### src/rtl/stop_pkg.sv
package stop_pkg;
  typedef enum logic [1:0] {
    VERD_NONE  = 2'd0,
    VERD_CONV  = 2'd1,
    VERD_UNDEC = 2'd2,
    VERD_MAX   = 2'd3
  } verdict_e;
endpackage

### src/rtl/stop_iter_ctr.sv
module stop_iter_ctr #(
  parameter int MAX_ITER  = 16,
  parameter int WIN_START = 4,
  parameter int IW        = $clog2(MAX_ITER + 1)
) (
  input  logic          clk_i,
  input  logic          rst_ni,
  input  logic          start_i,
  input  logic          valid_i,
  input  logic          term_i,
  output logic [IW-1:0] iter_o,
  output logic          accept_o,
  output logic          done_o,
  output logic [2:0]    win_o,
  output logic          last_o
);
  logic [IW-1:0] iter_q, iter_nxt;
  logic          done_q;

  assign accept_o = valid_i & ~start_i & ~done_q;
  assign iter_nxt = iter_q + 1'b1;   // number of the iteration being reported

  for (genvar g = 0; g < 3; g++) begin : g_win
    assign win_o[g] = (iter_nxt == IW'(WIN_START + g));
  end

  assign last_o = (iter_nxt == IW'(MAX_ITER));

  always_ff @(posedge clk_i or negedge rst_ni) begin
    if (!rst_ni) begin
      iter_q <= '0;
      done_q <= 1'b0;
    end else if (start_i) begin
      iter_q <= '0;
      done_q <= 1'b0;
    end else if (accept_o) begin
      iter_q <= iter_nxt;
      if (term_i) done_q <= 1'b1;
    end
  end

  assign iter_o = iter_q;
  assign done_o = done_q;

  a_r2_iter_step: assert property (@(posedge clk_i) disable iff (!rst_ni)
    accept_o |=> iter_q == IW'($past(iter_q) + 1'b1));
  a_r2_start_clear: assert property (@(posedge clk_i) disable iff (!rst_ni)
    start_i |=> iter_q == '0);
  a_r8_frozen: assert property (@(posedge clk_i) disable iff (!rst_ni)
    (done_q && !start_i) |=> $stable(iter_q));
endmodule

### src/rtl/stop_hist.sv
module stop_hist #(
  parameter int CW    = 9,
  parameter int DEPTH = 2
) (
  input  logic                     clk_i,
  input  logic                     rst_ni,
  input  logic                     start_i,
  input  logic                     accept_i,
  input  logic [DEPTH-1:0]         slot_i,
  input  logic [CW-1:0]            checksum_i,
  output logic [DEPTH-1:0][CW-1:0] hist_o
);
  for (genvar g = 0; g < DEPTH; g++) begin : g_slot
    logic [CW-1:0] val_q;
    always_ff @(posedge clk_i or negedge rst_ni) begin
      if (!rst_ni)                       val_q <= '0;
      else if (start_i)                  val_q <= '0;
      else if (accept_i && slot_i[g])    val_q <= checksum_i;
    end
    assign hist_o[g] = val_q;
  end
endmodule

### src/rtl/stop_decide.sv
module stop_decide
  import stop_pkg::*;
#(
  parameter int CW  = 9,
  parameter int TH1 = 110,
  parameter int TH2 = 105,
  parameter int TH3 = 100
) (
  input  logic          accept_i,
  input  logic          win_end_i,
  input  logic          last_i,
  input  logic [CW-1:0] first_i,
  input  logic [CW-1:0] second_i,
  input  logic [CW-1:0] cur_i,
  output verdict_e      verdict_o
);
  localparam logic [CW-1:0] T1 = CW'(TH1);
  localparam logic [CW-1:0] T2 = CW'(TH2);
  localparam logic [CW-1:0] T3 = CW'(TH3);

  logic all_high, falling;

  assign all_high = (first_i > T1) && (second_i > T2) && (cur_i > T3);
  assign falling  = (second_i < first_i) && (cur_i < second_i);

  // priority: converged, undecodable, iteration limit
  always_comb begin
    verdict_o = VERD_NONE;
    if (accept_i) begin
      if (cur_i == '0)                           verdict_o = VERD_CONV;
      else if (win_end_i && (all_high || !falling)) verdict_o = VERD_UNDEC;
      else if (last_i)                           verdict_o = VERD_MAX;
    end
  end
endmodule

### src/rtl/ldpc_stop_monitor.sv
module ldpc_stop_monitor
  import stop_pkg::*;
#(
  parameter int N_CHECKS  = 384,
  parameter int MAX_ITER  = 16,
  parameter int WIN_START = 4,
  parameter int TH1       = 110,
  parameter int TH2       = 105,
  parameter int TH3       = 100,
  localparam int CW       = $clog2(N_CHECKS + 1),
  localparam int IW       = $clog2(MAX_ITER + 1)
) (
  input  logic          clk_i,
  input  logic          rst_ni,
  input  logic          start_i,
  input  logic          valid_i,
  input  logic [CW-1:0] checksum_i,
  output logic [IW-1:0] iter_o,
  output logic          converged_o,
  output logic          undecodable_o,
  output logic          max_iter_o,
  output logic          terminate_o
);
  logic                  accept, done, last;
  logic [2:0]            win;
  logic [1:0][CW-1:0]    hist;
  verdict_e              verdict;
  logic                  term;
  logic                  conv_q, undec_q, max_q;

  assign term = (verdict != VERD_NONE);

  stop_iter_ctr #(.MAX_ITER(MAX_ITER), .WIN_START(WIN_START), .IW(IW)) u_ctr (
    .clk_i(clk_i), .rst_ni(rst_ni), .start_i(start_i), .valid_i(valid_i),
    .term_i(term), .iter_o(iter_o), .accept_o(accept), .done_o(done),
    .win_o(win), .last_o(last)
  );

  stop_hist #(.CW(CW), .DEPTH(2)) u_hist (
    .clk_i(clk_i), .rst_ni(rst_ni), .start_i(start_i), .accept_i(accept),
    .slot_i(win[1:0]), .checksum_i(checksum_i), .hist_o(hist)
  );

  stop_decide #(.CW(CW), .TH1(TH1), .TH2(TH2), .TH3(TH3)) u_dec (
    .accept_i(accept), .win_end_i(win[2]), .last_i(last),
    .first_i(hist[0]), .second_i(hist[1]), .cur_i(checksum_i),
    .verdict_o(verdict)
  );

  always_ff @(posedge clk_i or negedge rst_ni) begin
    if (!rst_ni) begin
      conv_q  <= 1'b0;
      undec_q <= 1'b0;
      max_q   <= 1'b0;
    end else begin
      conv_q  <= (verdict == VERD_CONV);
      undec_q <= (verdict == VERD_UNDEC);
      max_q   <= (verdict == VERD_MAX);
    end
  end

  assign converged_o   = conv_q;
  assign undecodable_o = undec_q;
  assign max_iter_o    = max_q;
  assign terminate_o   = conv_q | undec_q | max_q;

  a_r3_zero_converges: assert property (@(posedge clk_i) disable iff (!rst_ni)
    (valid_i && !start_i && !done && checksum_i == '0) |=> converged_o);
  a_r4_undec_at_window_end: assert property (@(posedge clk_i) disable iff (!rst_ni)
    undecodable_o |-> iter_o == IW'(WIN_START + 2));
  a_r7_max_at_limit: assert property (@(posedge clk_i) disable iff (!rst_ni)
    max_iter_o |-> iter_o == IW'(MAX_ITER));
  a_r9_exclusive: assert property (@(posedge clk_i) disable iff (!rst_ni)
    $onehot0({converged_o, undecodable_o, max_iter_o}));
  a_r9_single_pulse: assert property (@(posedge clk_i) disable iff (!rst_ni)
    terminate_o |=> !terminate_o);
  a_r8_quiet_after_verdict: assert property (@(posedge clk_i) disable iff (!rst_ni)
    (done && !start_i) |=> !terminate_o);
endmodule

### config.mk
export PLATFORM = sky130hd
export DESIGN_NAME = ldpc_stop_monitor
export DESIGN_NICKNAME = d
export VERILOG_FILES = /design/src/rtl/stop_pkg.sv /design/src/rtl/stop_iter_ctr.sv /design/src/rtl/stop_hist.sv /design/src/rtl/stop_decide.sv /design/src/rtl/ldpc_stop_monitor.sv
export SDC_FILE = /design/constraint.sdc
export NUM_CORES = 1
export LEC_CHECK = 0
export CAP_MARGIN = 40
export CELL_PAD_IN_SITES_DETAIL_PLACEMENT = 0
export CELL_PAD_IN_SITES_GLOBAL_PLACEMENT = 1
export CORE_ASPECT_RATIO = 0.75
export CORE_UTILIZATION = 31
export DETAILED_ROUTE_END_ITERATION = 8
export DONT_BUFFER_PORTS = 1
export PLACE_DENSITY = 0.55
export SYNTH_ARGS = -nofsm -noshare
export SYNTH_HDL_FRONTEND = slang
export SYNTH_SLANG_ARGS = --single-unit
### constraint.sdc
create_clock -name clk_i -period 2.4 [get_ports clk_i]
set_clock_uncertainty 0.2 [all_clocks]
set_input_delay 0.48 -clock clk_i [delete_from_list [all_inputs] [get_ports clk_i]]
set_output_delay 0.48 -clock clk_i [all_outputs]
set_load 0.1 [all_outputs]
==> impl_metrics.toml <==
[run_status]
status = "finished clean"

[drt]
routed_wirelength_um = 4354
detail_route.wl_per_cell_um = 15.83
dr_total_vias = 1346
drt_pass1_iterations = 4
antenna_left = 0
via_per_inst = 4.895
drt_iter0_markers = 62
drc = 0

[sta]
whs_ns = 0.05831
rsz0062_at_grt = "no"
final_max_slew_viol_count = 0
slew_headroom_pct = 66.27
post-route-period-util_pct = 91.90
setup_ws_ns = 0.1945
period_needed_ns = 2.205
hold_viol_final = 0
worst_pin_slew_ns = 0.5013
setup_tns_ns = 0
fmax_ghz = 0.4534
setup_viol = 0

[worst_setup_path]
rr_worst_depth = 5
crit_required_ns = 2.38
crit_start = "u_ctr.iter_o[0]"
cp-start-kind = "register"
arrival_ns = 2.18
end_kind = "register"
rr_endpoint = "u_ctr.done_o"
reg2reg_setup_slack_ns = 0.19
path_max_fanout = 8
crit_type = "reg -> reg"
r2r_start = "u_ctr.iter_o[0]"
cp-endpoint = "u_ctr.done_o"

[cells_and_area]
fin_cells = 275
syn_to_final_growth_pct = 13.28
post_route_cells_drive_above_1_share_pct = 11.50
nets = 234
diodes = 0
fill_cells = 563

[power]
powerDensity_nw_per_um2 = 407.0
clkPwrFrac_pct = 32.2
p_leak_nw = 0.9848
p_sw_mw = 0.2186
sw_frac_of_total_pct = 26.35
p_total_mw = 0.8295
intPower_mw = 0.6109
ir_drop_mv = 0.1759
comb_power_share_pct = 11.4
p_seq_share_pct = 56.3

[placed_design]
place_hpwl_um = 3240
routabilityCongestion = 0.8089
pre_cts_ws_ns = 0.2263
placement.io_buffers = 0
dpl.cell_count = 269

[synthesis]
synthSimpleGateAreaFrac_pct = 19.26
ys_seq_elements = 27
synthFlopType = "dfrtp_1"
ys_async_sr_fraction_pct = 100.0
synth_compound_area_share_pct = 11.61
synthCells = 188
synth_cell_types = 42
syn_area_um2 = 1799
yosys.area.top_type = "dfrtp_1"
synthAdderAreaFrac_pct = 13.91
ys_seq_area_share_pct = 37.55
synth_nets = 221
synth_area_leaders = "dfrtp_1 (38%), ha_1 (14%), mux2i_1 (10%), nor2_1 (5.6%), inv_1 (4.2%)"
synth_top_area_share_pct = 37.55
yosys_warnings = 0
synth-xor-area-share_pct = 1.460
synth.area.mux_share_pct = 10.01
synth_top_family_by_area = "simple AND/OR/NAND/NOR gates"
synth_edf_count = 0
ys_top_cells_by_count = "dfrtp_1 (27), nor2_1 (27), ha_1 (20), inv_1 (20), mux2i_1 (18)"
syn_avg_cell_area_um2 = 9.570

[min_path]
hp-class = "in -> reg"

[clocking]
cts_root_buf = "clkbuf_8"
cts.sinks = 27
htree_levels = 1
clockBufferDepth = 2
numCtsBuffers = 3
cts_tree = "done"
clock_latency_ns = 0.28
path_clk_slew_ns = 0.10
post-cts-setup-buffers = 0

[grt]
grt_max_degree = 28
grt_pass1_vias = 1448
antenna_found_initial = 0
grt-ovfl-total = 0
grt_pass1_wl_um = 7410
grtUsageTotal_pct = 15.82

[floorplan]
die_x_um = 89.97
io_pins = 22
initial_utilization_pct = 32.91
dieArea_um2 = 6116
die_y_um = 67.98
coreArea_um2 = 5468
std_cell_rows = 23

[run]
maxCapViolCount = 0
## kinds of logic after synthesis
group	Yosys count
buffers and inverters	25
XOR/XNOR	3
multiplexers	18
adder cells (fa/ha/maj)	20
flip-flops	27
AO/OA/AOI/OAI	28
AND/OR/NAND/NOR	67
## metal layers
metal  global-route usage, %  vias to the layer above  wire (um)  part of all wire, %
li1                        -                      687          -                    -
met1                   22.76                      626       2415                   55
met2                   23.94                       31       1685                   39
met3                   3.778                        2        229                  5.3
met4                   3.831                        0         24                 0.55
met5                       0                        -          0                    0
## layout make-up
| class | instances | area [um2] | area share [%] |
|---|---|---|---|
| tap | 75 | 93.84 | 4.604 |
| clock inverter | 1 | 7.507 | 0.3683 |
| sequential | 27 | 683.2 | 33.52 |
| clock buffer | 3 | 41.29 | 2.026 |
| multi-input combinational | 136 | 1012 | 49.66 |
| timing repair buffer | 13 | 125.1 | 6.139 |
| inverter | 20 | 75.07 | 3.683 |
## sequential cells by signal, indices dropped and copies added (netlist names)
name	flops
u_hist.g_slot.val_q	18
u_ctr.iter_o	5
converged_o	1
max_iter_o	1
u_ctr.done_o	1
undecodable_o	1
## what timing repair did
action / in CTS / in global routing
hold endpoints to repair: 27 / 0
resized for setup: 0 / 0
hold buffers: 2 / 0
## metrics by stage
| step | cell area [um2] | util, % |
|---|---|---|
| floorplan | 1807 | - |
| global placement | 1959 | 35.84 |
| detailed placement | 1959 | 35.84 |
| CTS | 2038 | 37.28 |
| global route | 2038 | 37.28 |
| finish | 2038 | 37.28 |
## power by group through the flow
stage	combinational, mW	clock, mW	sequential (mW)
after floorplan	0.0502	0	0.494
final	0.0948	0.267	0.467
after CTS	0.0954	0.282	0.467
after global placement	0.0788	0	0.476
after detailed placement	0.0793	0	0.476
after global routing	0.107	0.292	0.468
## layout by cell type, fill, tap and decap left out, types with 2 or more instances in the layout
master / Yosys / final
dfrtp_1: 27 / 25
mux2i_1: 18 / 18
inv_1: 20 / 20
nor4_1: 2 / 2
a21oi_1: 7 / 7
nor2_1: 27 / 27
xor2_1: 2 / 2
o21ai_0: 3 / 3
buf_12: 0 / 2
nand4_1: 4 / 4
clkbuf_8: 1 / 3
nand2_1: 11 / 11
nand3_1: 7 / 7
dfrtp_4: 0 / 2
buf_4: 2 / 10
a311oi_1: 2 / 2
nor2b_1: 2 / 2
a211oi_1: 4 / 4
ha_1: 20 / 20
nand2b_1: 4 / 4
## worst min path at each step
stage,from,to,slack (ns),cells after the start
2_1_floorplan,rst_ni,converged_o,-0.02,0
3_3_place_gp,rst_ni,u_hist.g_slot[0].val_q[5],-0.01,0
3_5_place_dp,rst_ni,u_hist.g_slot[0].val_q[5],-0.01,0
4_1_cts,start_i,u_hist.g_slot[0].val_q[3],0.05,1
5_1_grt,start_i,u_hist.g_slot[0].val_q[7],0.04,1
6_report,start_i,u_hist.g_slot[1].val_q[8],0.06,1
## worst max-delay path: stages (launching register included)
cell and delay [ns]:
dfrtp_4 0.53, ha_1 0.27, or4b_1 0.49, o22ai_2 0.24, o32ai_1 0.13, a311oi_1 0.24
Power figures use the tool's default switching activity.
